$ cat src/rtl/ecc_err_log_pkg.sv
package ecc_err_log_pkg;

    localparam int NUM_EV = 5;
    localparam int STS_W  = 16;

    // event index order used on the internal event vector
    localparam int EV_CE      = 0;
    localparam int EV_UE      = 1;
    localparam int EV_REFRESH = 2;
    localparam int EV_LOCK    = 3;
    localparam int EV_THERMAL = 4;

    typedef enum logic [2:0] {
        SEL_STATUS = 3'd0,
        SEL_CMD    = 3'd1,
        SEL_PTR    = 3'd2,
        SEL_EXT    = 3'd3,
        SEL_SYN    = 3'd4
    } reg_sel_e;

    // status bit position of each event
    function automatic int ev_pos(input int idx);
        case (idx)
            EV_CE:      return 0;
            EV_UE:      return 1;
            EV_REFRESH: return 8;
            EV_LOCK:    return 9;
            EV_THERMAL: return 11;
            default:    return -1;
        endcase
    endfunction

    // event index feeding a status bit, -1 for reserved bits
    function automatic int ev_index(input int bit_pos);
        int r;
        r = -1;
        for (int i = 0; i < NUM_EV; i++) begin
            if (ev_pos(i) == bit_pos) r = i;
        end
        return r;
    endfunction

    function automatic logic [STS_W-1:0] active_mask();
        logic [STS_W-1:0] m;
        m = '0;
        for (int i = 0; i < NUM_EV; i++) m[ev_pos(i)] = 1'b1;
        return m;
    endfunction

endpackage

$ cat src/rtl/ecc_err_status.sv
module ecc_err_status
    import ecc_err_log_pkg::*;
#(
    parameter int W  = STS_W,
    parameter int NE = NUM_EV
) (
    input  logic          clk,
    input  logic          rst_n,
    input  logic [NE-1:0] ev_vec,
    input  logic          clr_en,
    input  logic [W-1:0]  clr_bits,
    input  logic          cmd_wr,
    input  logic [W-1:0]  cmd_bits,
    output logic [W-1:0]  sts_q,
    output logic [W-1:0]  cmd_q,
    output logic          serr_q
);

    localparam logic [W-1:0] MASK = W'(active_mask());

    typedef struct packed {
        logic [W-1:0] sts;
        logic [W-1:0] cmd;
        logic         serr;
    } st_t;

    st_t st_d, st_q;
    logic [W-1:0] set_vec;

    // map each event strobe onto its status bit; reserved bits stay 0
    for (genvar b = 0; b < W; b++) begin : g_bit
        if (ev_index(b) >= 0) begin : g_act
            assign set_vec[b] = ev_vec[ev_index(b)];
        end else begin : g_rsv
            assign set_vec[b] = 1'b0;
        end
    end

    always_comb begin
        logic [W-1:0] clr;
        logic [W-1:0] rise;
        st_d = st_q;
        clr  = clr_en ? (clr_bits & MASK) : '0;
        // set dominates a clear of the same bit
        st_d.sts  = (st_q.sts & ~clr) | set_vec;
        rise      = st_d.sts & ~st_q.sts;
        st_d.serr = |(rise & st_q.cmd);
        if (cmd_wr) st_d.cmd = cmd_bits & MASK;
    end

    always_ff @(posedge clk) begin
        if (!rst_n) st_q <= '0;
        else        st_q <= st_d;
    end

    assign sts_q  = st_q.sts;
    assign cmd_q  = st_q.cmd;
    assign serr_q = st_q.serr;

    assert_clear_ce_R2: assert property (@(posedge clk) disable iff (!rst_n)
        (clr_en && clr_bits[0] && !ev_vec[EV_CE]) |=> !sts_q[0]);

    assert_clear_ue_R2: assert property (@(posedge clk) disable iff (!rst_n)
        (clr_en && clr_bits[1] && !ev_vec[EV_UE]) |=> !sts_q[1]);

    assert_set_wins_R3: assert property (@(posedge clk) disable iff (!rst_n)
        ev_vec[EV_THERMAL] |=> sts_q[11]);

    assert_serr_cause_R9: assert property (@(posedge clk) disable iff (!rst_n)
        serr_q |-> ((sts_q & ~$past(sts_q) & $past(cmd_q)) != '0));

endmodule

$ cat src/rtl/ecc_err_capture.sv
module ecc_err_capture #(
    parameter int ADDR_W    = 33,
    parameter int GRAIN_LSB = 7,
    parameter int SYN_W     = 8
) (
    input  logic                       clk,
    input  logic                       rst_n,
    input  logic                       ce,
    input  logic                       ue,
    input  logic                       ce_logged,
    input  logic                       ue_logged,
    input  logic [ADDR_W-1:GRAIN_LSB]  addr,
    input  logic                       chan,
    input  logic [SYN_W-1:0]           syn,
    output logic [ADDR_W-1:GRAIN_LSB]  cap_addr_q,
    output logic                       cap_chan_q,
    output logic [SYN_W-1:0]           cap_syn_q
);

    typedef struct packed {
        logic [ADDR_W-1:GRAIN_LSB] addr;
        logic                      chan;
        logic [SYN_W-1:0]          syn;
    } rec_t;

    rec_t rec_d, rec_q;
    logic take_ue, take_ce;

    always_comb begin
        // an uncorrectable record is never replaced; a correctable one only by uncorrectable
        take_ue = ue && !ue_logged;
        take_ce = ce && !ce_logged && !ue_logged;
        rec_d   = rec_q;
        if (take_ue || take_ce) begin
            rec_d.addr = addr;
            rec_d.chan = chan;
            rec_d.syn  = syn;
        end
    end

    always_ff @(posedge clk) begin
        if (!rst_n) rec_q <= '0;
        else        rec_q <= rec_d;
    end

    assign cap_addr_q = rec_q.addr;
    assign cap_chan_q = rec_q.chan;
    assign cap_syn_q  = rec_q.syn;

    assert_ce_keeps_R5: assert property (@(posedge clk) disable iff (!rst_n)
        (ce_logged && !ue) |=> ($stable(cap_addr_q) && $stable(cap_syn_q) && $stable(cap_chan_q)));

    assert_ue_freeze_R7: assert property (@(posedge clk) disable iff (!rst_n)
        ue_logged |=> ($stable(cap_addr_q) && $stable(cap_syn_q) && $stable(cap_chan_q)));

    assert_ue_takes_R6: assert property (@(posedge clk) disable iff (!rst_n)
        (ue && !ue_logged) |=> (cap_syn_q == $past(syn)));

endmodule

$ cat src/rtl/ecc_err_regif.sv
module ecc_err_regif
    import ecc_err_log_pkg::*;
#(
    parameter int DATA_W    = 32,
    parameter int ADDR_W    = 33,
    parameter int GRAIN_LSB = 7,
    parameter int SYN_W     = 8,
    parameter int W         = STS_W
) (
    input  logic [2:0]                 sel,
    input  logic                       wr,
    input  logic [DATA_W-1:0]          wdata,
    input  logic [W-1:0]               sts,
    input  logic [W-1:0]               cmd,
    input  logic [ADDR_W-1:GRAIN_LSB]  cap_addr,
    input  logic                       cap_chan,
    input  logic [SYN_W-1:0]           cap_syn,
    output logic [DATA_W-1:0]          rdata,
    output logic                       clr_en,
    output logic [W-1:0]               clr_bits,
    output logic                       cmd_wr,
    output logic [W-1:0]               cmd_bits
);

    localparam int EXT_W = ADDR_W - DATA_W;

    logic unused_wdata_hi;
    assign unused_wdata_hi = ^wdata[DATA_W-1:W];

    // write decode: status is write-one-to-clear, command is plain write
    always_comb begin
        clr_en   = wr && (reg_sel_e'(sel) == SEL_STATUS);
        cmd_wr   = wr && (reg_sel_e'(sel) == SEL_CMD);
        clr_bits = wdata[W-1:0];
        cmd_bits = wdata[W-1:0];
    end

    always_comb begin
        rdata = '0;
        case (reg_sel_e'(sel))
            SEL_STATUS: rdata[W-1:0] = sts;
            SEL_CMD:    rdata[W-1:0] = cmd;
            SEL_PTR: begin
                rdata[DATA_W-1:GRAIN_LSB] = cap_addr[DATA_W-1:GRAIN_LSB];
                rdata[0]                  = cap_chan;
            end
            SEL_EXT:    rdata[EXT_W-1:0] = cap_addr[ADDR_W-1:DATA_W];
            SEL_SYN:    rdata[SYN_W-1:0] = cap_syn;
            default:    rdata = '0;
        endcase
    end

endmodule

$ cat src/rtl/ecc_err_log.sv
module ecc_err_log
    import ecc_err_log_pkg::*;
#(
    parameter int DATA_W    = 32,
    parameter int ADDR_W    = 33,
    parameter int GRAIN_LSB = 7,
    parameter int SYN_W     = 8
) (
    input  logic              clk,
    input  logic              rst_n,
    input  logic              ev_ce_i,
    input  logic              ev_ue_i,
    input  logic              ev_refresh_to_i,
    input  logic              ev_lock_i,
    input  logic              ev_thermal_i,
    input  logic [ADDR_W-1:0] err_addr_i,
    input  logic              err_chan_i,
    input  logic [SYN_W-1:0]  err_syn_i,
    input  logic [2:0]        reg_sel_i,
    input  logic              reg_wr_i,
    input  logic [DATA_W-1:0] reg_wdata_i,
    output logic [DATA_W-1:0] reg_rdata_o,
    output logic              serr_o
);

    logic [NUM_EV-1:0]          ev_vec;
    logic [STS_W-1:0]           sts_q, cmd_q, clr_bits, cmd_bits;
    logic                       clr_en, cmd_wr;
    logic [ADDR_W-1:GRAIN_LSB]  cap_addr;
    logic                       cap_chan;
    logic [SYN_W-1:0]           cap_syn;
    logic                       unused_addr_lo;

    assign unused_addr_lo = ^err_addr_i[GRAIN_LSB-1:0];

    always_comb begin
        ev_vec             = '0;
        ev_vec[EV_CE]      = ev_ce_i;
        ev_vec[EV_UE]      = ev_ue_i;
        ev_vec[EV_REFRESH] = ev_refresh_to_i;
        ev_vec[EV_LOCK]    = ev_lock_i;
        ev_vec[EV_THERMAL] = ev_thermal_i;
    end

    ecc_err_status #(.W(STS_W), .NE(NUM_EV)) u_status (
        .clk      (clk),
        .rst_n    (rst_n),
        .ev_vec   (ev_vec),
        .clr_en   (clr_en),
        .clr_bits (clr_bits),
        .cmd_wr   (cmd_wr),
        .cmd_bits (cmd_bits),
        .sts_q    (sts_q),
        .cmd_q    (cmd_q),
        .serr_q   (serr_o)
    );

    ecc_err_capture #(.ADDR_W(ADDR_W), .GRAIN_LSB(GRAIN_LSB), .SYN_W(SYN_W)) u_capture (
        .clk        (clk),
        .rst_n      (rst_n),
        .ce         (ev_ce_i),
        .ue         (ev_ue_i),
        .ce_logged  (sts_q[ev_pos(EV_CE)]),
        .ue_logged  (sts_q[ev_pos(EV_UE)]),
        .addr       (err_addr_i[ADDR_W-1:GRAIN_LSB]),
        .chan       (err_chan_i),
        .syn        (err_syn_i),
        .cap_addr_q (cap_addr),
        .cap_chan_q (cap_chan),
        .cap_syn_q  (cap_syn)
    );

    ecc_err_regif #(.DATA_W(DATA_W), .ADDR_W(ADDR_W), .GRAIN_LSB(GRAIN_LSB),
                    .SYN_W(SYN_W), .W(STS_W)) u_regif (
        .sel      (reg_sel_i),
        .wr       (reg_wr_i),
        .wdata    (reg_wdata_i),
        .sts      (sts_q),
        .cmd      (cmd_q),
        .cap_addr (cap_addr),
        .cap_chan (cap_chan),
        .cap_syn  (cap_syn),
        .rdata    (reg_rdata_o),
        .clr_en   (clr_en),
        .clr_bits (clr_bits),
        .cmd_wr   (cmd_wr),
        .cmd_bits (cmd_bits)
    );

    assert_no_serr_when_off_R9: assert property (@(posedge clk) disable iff (!rst_n)
        (cmd_q == '0) |=> !serr_o);

    assert_rsvd_read_zero_R1: assert property (@(posedge clk) disable iff (!rst_n)
        (reg_sel_i == 3'd0) |-> (reg_rdata_o[DATA_W-1:STS_W] == '0 && reg_rdata_o[7:2] == '0));

endmodule

$ cat config.mk
export PLATFORM = sky130hd
export DESIGN_NAME = ecc_err_log
export DESIGN_NICKNAME = d
export VERILOG_FILES = /design/src/rtl/ecc_err_log_pkg.sv /design/src/rtl/ecc_err_status.sv /design/src/rtl/ecc_err_capture.sv /design/src/rtl/ecc_err_regif.sv /design/src/rtl/ecc_err_log.sv
export SDC_FILE = /design/constraint.sdc
export NUM_CORES = 1
export LEC_CHECK = 0
export ABC_AREA = 1
export BUFFER_PORTS_ARGS = -buffer_cell sky130_fd_sc_hd__buf_2
export CORE_ASPECT_RATIO = 0.8
export CORE_MARGIN = 1
export CORE_UTILIZATION = 47
export CTS_CLUSTER_DIAMETER = 80
export CTS_CLUSTER_SIZE = 20
export DETAILED_ROUTE_END_ITERATION = 8
export GPL_ROUTABILITY_DRIVEN = 0
export PLACE_DENSITY_LB_ADDON = 0.08
export SLEW_MARGIN = 20
export SYNTH_ARGS = -nofsm -noshare
export SYNTH_HDL_FRONTEND = slang
export SYNTH_SLANG_ARGS = --single-unit
$ cat constraint.sdc
create_clock -name clk -period 2.3 [get_ports clk]
set_clock_uncertainty 0.15 [all_clocks]
set_input_delay 0.69 -clock clk [delete_from_list [all_inputs] [get_ports clk]]
set_output_delay 0.69 -clock clk [all_outputs]
set_load 0.1 [all_outputs]
== After elaboration in Yosys (flattened, before gate mapping) ==
Index checks and enable logic that the tools add are counted.
Operators by class
  eq/ne operators: 4
  bitwise gates (word level): 6
  multiplexer cells: 6
  reduce and logical (&&, ||, !) cells: 10
Operator list (count)
  $and A16 B16 Y16: 2
  $not A16 Y16: 2
  $pmux W8 S3: 1
  $pmux W6 S3: 1
  $and A16 B12 Y16: 1
  $mux W16: 1
  $or A16 B12 Y16: 1
  $reduce_or A16 Y1: 1
  $mux W12: 1
  $eq A3 B2 Y1 const B: 2
  $logic_and A1 B1 Y1: 5
  $pmux W1 S5: 1
  $eq A3 B1 Y1 const B: 1
  $eq A3 B3 Y1 const B: 1
  $logic_not A3 Y1: 1
  $pmux W1 S3: 1
  $logic_not A1 Y1: 2
  $logic_or A1 B1 Y1: 1
Word-level totals
  output and inout port bits: 33
  word-level logic and storage cells: 32
  bits in registers: 57
  input bits: 85

== Logic depth before layout (Yosys ltp) ==
Gate-level depths: netlist (run 1).
  depth after elaboration: 9
  gate-level depth with buffers: 8
  mapped depth without buffers: 7

== By module ==
A second synthesis (run 1) with hierarchy kept.
Unflattened totals
  cells, all modules: 465
  area, all modules: 3170.5 µm²
Modules (own cells, without submodules)
  ecc_err_capture: seq. area each 700.7 µm², instances 1, area an instance 1757.9 µm², cells each 231
  ecc_err_regif: seq. area each 0.0 µm², instances 1, area an instance 833.3 µm², cells each 156
  ecc_err_status: seq. area each 220.2 µm², instances 1, area an instance 579.3 µm², cells each 78

== Worst setup path before layout (run 1) ==
OpenSTA, ideal clock, no wires.
  path kind: input-to-output
  start: input reg_sel_i[2]
  end: output reg_rdata_o[11]
  buffers on the path: 0
  arrival time: 2426 ps
  data required time: 1460 ps
  path slack: -966 ps
  stages on the path: 3
  cells stage by stage: nor2_4 > nand2_1 > o211ai_1
Between the ends
  cells in the longest elaborated chain, start to end: 2
  elaborated cells on any way between the ends: 4
  classes of those cells: 2 x eq/ne; 1 x mux; 1 x reduce/logical
RTL lines
  start: declaration: line ecc_err_log.sv:19  | input logic [2:0] reg_sel_i,
  $eq A3 B2 Y1 (tied with other cells): line ecc_err_regif.sv:40  | case (reg_sel_e'(sel))
  $pmux W8 S3 *: line ecc_err_regif.sv:40
  end: declaration: line ecc_err_log.sv:22  | output logic [DATA_W-1:0] reg_rdata_o,
Every way passes the cells marked *; elsewhere a longest branch is shown, timed or not.

== Worst setup path in the final report (run 1) ==
  start: input reg_sel_i[0]
  end: output reg_rdata_o[1]
Between the ends
  cells in the longest elaborated chain, start to end: 2
  elaborated cells on any way between the ends: 4
  classes of those cells: 2 x eq/ne; 1 x mux; 1 x reduce/logical
RTL lines (line)
  $eq A3 B3 Y1 (tied with other cells): ecc_err_regif.sv:40
  $pmux W6 S3 *: ecc_err_regif.sv:40
Marked as above.

==> results of run 1 <==
-- state kept, by name (all words and copies together) (netlist names) --
signal and count:
u_status.serr_q 1, u_status.cmd_q 5, u_capture.cap_addr_q 26, u_capture.cap_syn_q 8
u_status.sts_q 5, u_capture.cap_chan_q 1
-- worst min-delay path: cells and delay by family, from the launching register on --
kind,cells,cell delay (ns)
AO/OA/AOI/OAI,1,0.05
flip-flops,1,0.32
AND/OR/NAND/NOR,1,0.06
-- kinds of logic (layout without fill, tap and decap cells) --
group	after synthesis	count (layout)	share of synthesized area
compound gates	50	50	0.126
buf+inv	55	149	0.124
simple gates	154	154	0.305
flops	46	46	0.445
-- metal layers --
layer / GRT usage / vias to the layer above / part of all wire
met4: 0.0907 / 0 / 0.021
met3: 0.0474 / 19 / 0.058
met1: 0.306 / 1050 / 0.40
met5: 0 / - / 0
li1: - / 1133 / -
met2: 0.501 / 104 / 0.52
-- final cells by class --
class / count / area share
Clock buffer: 5 / 0.0197
Clock inverter: 3 / 0.00608
Inverter: 41 / 0.0483
Multi-Input combinational cell: 204 / 0.333
Sequential cell: 46 / 0.263
Tap cell: 57 / 0.0204
Timing Repair Buffer: 100 / 0.310
-- per-stage QoR --
step	instances	power (mW)	setup slack, ns	utilization
after floorplan	305	1.21	-0.954	-
after global placement	442	1.36	-0.237	0.760
after detailed placement	442	1.38	-0.244	0.760
after CTS	454	1.89	-0.111	0.814
after global routing	456	1.98	-0.198	0.832
final	456	1.90	-0.158	0.832
-- what timing repair did --
action / CTS / global route
setup buffers: 4 / 2
endpoints found under the setup margin: 32 / 32
pin swaps: 10 / 5
hold endpoints to repair: 0 / 0
hold buffers: 0 / 0
gates resized for setup: 32 / 16
-- final timing paths --
path	start	to	slack [ns]	cells past startpoint
worst max-delay path	reg_sel_i[0]	reg_rdata_o[1]	-0.16	5
worst min-delay path	u_status.sts_q[9]	u_status.sts_q[9]	0.32	2
worst max register to register	u_status.sts_q[0]	u_capture.cap_addr_q[28]	0.78	6
worst min register to register	u_status.sts_q[9]	u_status.sts_q[9]	0.32	2
-- power groups by stage --
stage                     logic (mW)  registers [mW]  clock network, mW
after floorplan                0.306           0.908                  0
final                          0.509           0.899              0.491
after CTS                      0.491           0.897              0.499
after global routing           0.548           0.907              0.529
after global placement         0.455           0.910                  0
after detailed placement       0.466           0.913                  0
-- cell usage in the layout, fill, tap and decap left out, drive strengths merged --
cell type / count
nand3: 15
o211ai: 4
nand2: 31
buf: 99
o21ai: 36
clkinv: 3
a21oi: 10
clkbuf: 6
clkinvlp: 1
inv: 40
nand4: 6
nor2: 102
dfxtp: 46
==> results by group, run 1 <==
Worst setup path
  – CP max stage delay: 0.31 ns
  – Crit path buffers/inverters: 2
  – CP delay by family, top: buffers and inverters
  – Slowest stage cell, crit path: o211ai_1
  – Max FO, Critical Path: 5
  – CP cell instances: buf_8, nor2_4, nand2_4, o211ai_1, buf_12
  – Worst Setup Path Type: primary input to primary output
  – Crit path arrival time: 1.62 ns
  – CP Capture Type: primary output
  – Setup crit start kind: primary input
  – CP required: 1.46 ns

Timing
  – TNS Setup: -3.93 ns
  – Hold Slack: 0.319 ns
  – Least-Margin Pin Slew: 0.620 ns
  – Rel. slew slack: 0.586
  – Final worst path period share: 1.07
  – Final hold vios: 0
  – RSZ-0062 raised after global routing: yes
  – Final max-slew violation count: 0
  – Min Tclk post-route: 2.46 ns
  – Fmax: 407 MHz
  – PnR worst setup slack: -0.158 ns
  – # setup viols final: 32

Detailed routing
  – TritonRoute pass-1 iters: 5
  – Via Count: 2306
  – Post-route antenna net violation count: 0
  – Final WL: 6150 um
  – Remaining DRCs: 0
  – Post-DR vias/cell: 5.06
  – 1st-iter DRT viols: 115
  – WL/cell: 13.5 um

Power
  – Psw: 0.641 mW
  – Seq pwr share: 0.473
  – Combinational power share: 0.268
  – Internal power: 1.26 mW
  – Sw Ratio: 0.338
  – Clock power frac: 0.258
  – Peak VDD IR: 488 uV
  – Static Leakage: 1.52 nW
  – Power per cell area: 543 nW/um2

Synth
  – #FFs+latches synth: 46
  – Post-synth ARST share: 0
  – Seq/Total Area, Yosys: 0.445
  – Synth area leaders: dfxtp_1, nor2_1, o21ai_0
  – Post-synth cell types: 18
  – Most numerous cell in the Yosys netlist: nor2_1
  – Syn_area_per_cell: 6.79 um2
  – Top cells by count, synth: nor2_1, dfxtp_1, inv_1
  – Mapped Area: 2070 um2
  – Post-synthesis cell count: 305
  – Primary FF master, synth: dfxtp_1
  – Synth warnings: 0
  – Leading area contributor after synthesis: dfxtp_1
  – Top-area cell type share of the netlist area: 0.445
  – Synth Net Count: 390
  – Post-synth EDFFs: 0

Run status
  – Status: complete, but fails checks
  – Failing checks: negative setup slack

Floorplan
  – Site Rows: 21
  – Core area: 4200 um2
  – Initial Utilization: 0.492
  – Die Y: 61.4 um
  – Total Die Area: 4670 um2
  – # IOs: 118
  – Die width: 76.2 um

GRT
  – Vias in the first global route: 2076
  – Antenna violations before repair: 0
  – First-pass GRT wire length: 9520 um
  – Grt ovf: 0
  – Gr usage total: 0.262
  – Largest net degree at the start of global routing: 36

Finish
  – Area Overhead vs Synth: 69.1%
  – Layout fillers: 263
  – Post-Layout Inst Area: 3500 um2
  – Layout cells sized above 1: 0.398
  – Layout Nets: 483
  – N_diodes: 0
  – Footprint of the multi-input gates: 1160 um2
  – Register area: 921 um2

Run
  – Max Cap Viol: 0

Clock network
  – Longest Clk Path Bufs: 2
  – Htree depth: 2
  – Clock latency on the worst-skew pair: 0.29 ns
  – Cts bufs inserted: 5
  – Root buffer cell: clkbuf_8
  – CTS tree: built
  – Sink Count: 46
  – Reg clk slew, reported paths: 0.09 ns

Placement
  – Dpl cell area: 3200 um2
  – Port bufs: 83
  – DP Wirelength: 3910 um

Min path
  – Hold/Removal Path Class: flop to flop
No activity file was read; power rests on OpenSTA's default activity.
==> run 2: changes to the inputs <==
--- a/config.mk
+++ b/config.mk
@@ -9,7 +9,7 @@
 export BUFFER_PORTS_ARGS = -buffer_cell sky130_fd_sc_hd__buf_2
 export CORE_ASPECT_RATIO = 0.8
 export CORE_MARGIN = 1
-export CORE_UTILIZATION = 47
+export CORE_UTILIZATION = 50
 export CTS_CLUSTER_DIAMETER = 80
 export CTS_CLUSTER_SIZE = 20
 export DETAILED_ROUTE_END_ITERATION = 8
@@ -18,4 +18,5 @@
 export SLEW_MARGIN = 20
 export SYNTH_ARGS = -nofsm -noshare
 export SYNTH_HDL_FRONTEND = slang
+export SYNTH_HIERARCHICAL = 1
 export SYNTH_SLANG_ARGS = --single-unit
==> constraint.sdc (replaced) <==
create_clock -name clk -period 2.62 [get_ports clk]
set_clock_uncertainty 0.15 [all_clocks]
set_input_delay 0.786 -clock clk [delete_from_list [all_inputs] [get_ports clk]]
set_output_delay 0.786 -clock clk [all_outputs]
set_load 0.1 [all_outputs]
==> run 2 against run 1 <==
Net effect: synthesized cell count up 45%; critical path depth up 1; largest cell class unchanged; register-to-register slack better by 0.22 ns; via count up 21%; die area up 35%; cell count up 31%; worst hold slack better by 0.068 ns; setup slack better by 0.18 ns; the run now ends clean; total power up 3.4%.
==> results by group, run 2 <==
Run status
  – Status: complete, no violations

Worst setup path
  – Crit path arrival time: 1.66 ns (+0.04 ns)
  – Max FO, Critical Path: 8 (+3)
  – Setup crit start kind: primary input
  – Worst Setup Path Type: primary input to primary output
  – CP Capture Type: primary output
  – R2r setup slk: 1.00 ns (+0.22 ns)
  – CP required: 1.68 ns (+0.22 ns)

Finish
  – Register area: 921 um2 (unchanged)
  – Most frequent cells in the layout: nor2_1, nand2_1, inv_1
  – Util after Layout: 0.748 (-0.0840)
  – N_diodes: 0 (unchanged)
  – Layout cells sized above 1: 0.353 (-0.0459)
  – Most common cell after layout, fill and taps aside: nor2_1
  – Footprint of the multi-input gates: 1770 um2 (+52%)
  – Area Overhead vs Synth: 39.8%
  – Layout fillers: 447 (+70%)
  – Layout Nets: 603 (+25%)
  – Flip-flop count of the largest register after layout: 26 (unchanged)

Timing
  – TNS Setup: 0 ns (+3.93 ns)
  – Hold Slack: 0.387 ns (+0.0678 ns)
  – Min Tclk post-route: 2.60 ns
  – Final hold vios: 0 (unchanged)
  – Fmax: 385 MHz
  – # setup viols final: 0 (-100%)
  – Rel. slew slack: 0.592 (+0.00599)
  – Final worst path period share: 0.992
  – Least-Margin Pin Slew: 0.612 ns (-0.00808 ns)
  – Final max-slew violation count: 0 (unchanged)

Clock network
  – Reg clk slew, reported paths: 0.09 ns (about the same)
  – Root buffer cell: clkbuf_8
  – Clock latency on the worst-skew pair: 0.30 ns (about the same)
  – Longest Clk Path Bufs: 2 (unchanged)
  – Htree depth: 2 (unchanged)
  – Cts bufs inserted: 5 (unchanged)
  – CTS tree: built
  – Sink Count: 46 (unchanged)

Synth
  – Synth warnings: 6 (+6)
  – Syn_area_per_cell: 6.78 um2 (about the same)
  – Post-synthesis cell count: 443 (+45%)
  – Mapped Area: 3010 um2 (+45%)

Detailed routing
  – Via Count: 2786 (+21%)
  – Final WL: 7180 um (+17%)
  – Post-route antenna net violation count: 0 (unchanged)
  – 1st-iter DRT viols: 104 (-9.6%)
  – WL/cell: 12.0 um (-11%)
  – Post-DR vias/cell: 4.67 (-7.7%)
  – TritonRoute pass-1 iters: 4 (-1)
  – Remaining DRCs: 0 (unchanged)

GRT
  – Antenna violations before repair: 0 (unchanged)
  – First-pass GRT wire length: 11600 um (+22%)
  – Largest net degree at the start of global routing: 36 (unchanged)
  – Vias in the first global route: 2603 (+25%)
  – Gr usage total: 0.236 (-0.0260)
  – Grt ovf: 0 (unchanged)

Run
  – Max Cap Viol: 0 (unchanged)

Power
  – Peak VDD IR: 417 uV (-15%)
  – Static Leakage: 2.09 nW (+38%)
  – Power per cell area: 467 nW/um2 (-14%)

Floorplan
  – # IOs: 118 (unchanged)
  – Total Die Area: 6330 um2 (+35%)
  – Site Rows: 24 (+14%)
  – Core area: 5620 um2 (+34%)
  – Die width: 88.7 um (+16%)
  – Initial Utilization: 0.535 (+0.0429)
  – Die Y: 71.3 um (+16%)

Placement
  – Port bufs: 83 (unchanged)
  – DP Wirelength: 5120 um (+31%)

Min path
  – Hold/Removal Path Class: flop to flop
-- run 2: worst paths after layout --
check	from	end	cells after the start
max	reg_sel_i[0]	reg_rdata_o[30]	6
min	u_status/sts_q[9]	u_status/sts_q[9]	2
max reg2reg	u_status/sts_q[1]	u_capture/cap_syn_q[1]	5
min reg2reg	u_status/sts_q[9]	u_status/sts_q[9]	2
-- run 2: critical path, stage by stage --
cell and delay [ns]:
buf_12 0.12, nor2_4 0.13, nand2_4 0.11, clkbuf_16 0.21, nor2_4 0.13, buf_12 0.18
-- run 2: final cells by class --
type / count / area share
Timing Repair Buffer: 98 / 0.253
Clock buffer: 7 / 0.0182
Clock inverter: 1 / 0.00714
Multi-Input combinational cell: 302 / 0.420
Sequential cell: 46 / 0.219
Tap cell: 78 / 0.0232
Inverter: 65 / 0.0592
-- run 2: timing repair --
item	4_1_cts	5_1_grt
cloned	0	1
setup endpoints to repair	14	29
hold buffers	0	0
hold endpoints to repair	0	0
pin swaps	0	4
setup buffers	0	3
gates resized for setup	2	18
-- run 2: power by group --
part | switching [mW] | internal, mW
Clock | 0.240 | 0.286
Combinational | 0.412 | 0.232
Sequential | 0.0335 | 0.760
-- run 2: per-stage QoR --
step                      area (um2)  total power [mW]  instances  setup WS (ns)
after floorplan                 3380              1.30        464         -0.272
after global placement          3990              1.42        585        -0.0248
after detailed placement        3990              1.44        585        -0.0255
after CTS                       4100              1.96        593        -0.0328
after global routing            4200              2.07        597        -0.0164
final                           4200              1.96        597         0.0209
-- run 2: routing by layer --
metal,vias to the layer above,part of all wire,global-route usage
li1,1427,-,-
met1,1283,0.43,0.296
met2,70,0.52,0.410
met3,6,0.047,0.0541
met4,0,0.0097,0.0538
met5,-,0,0
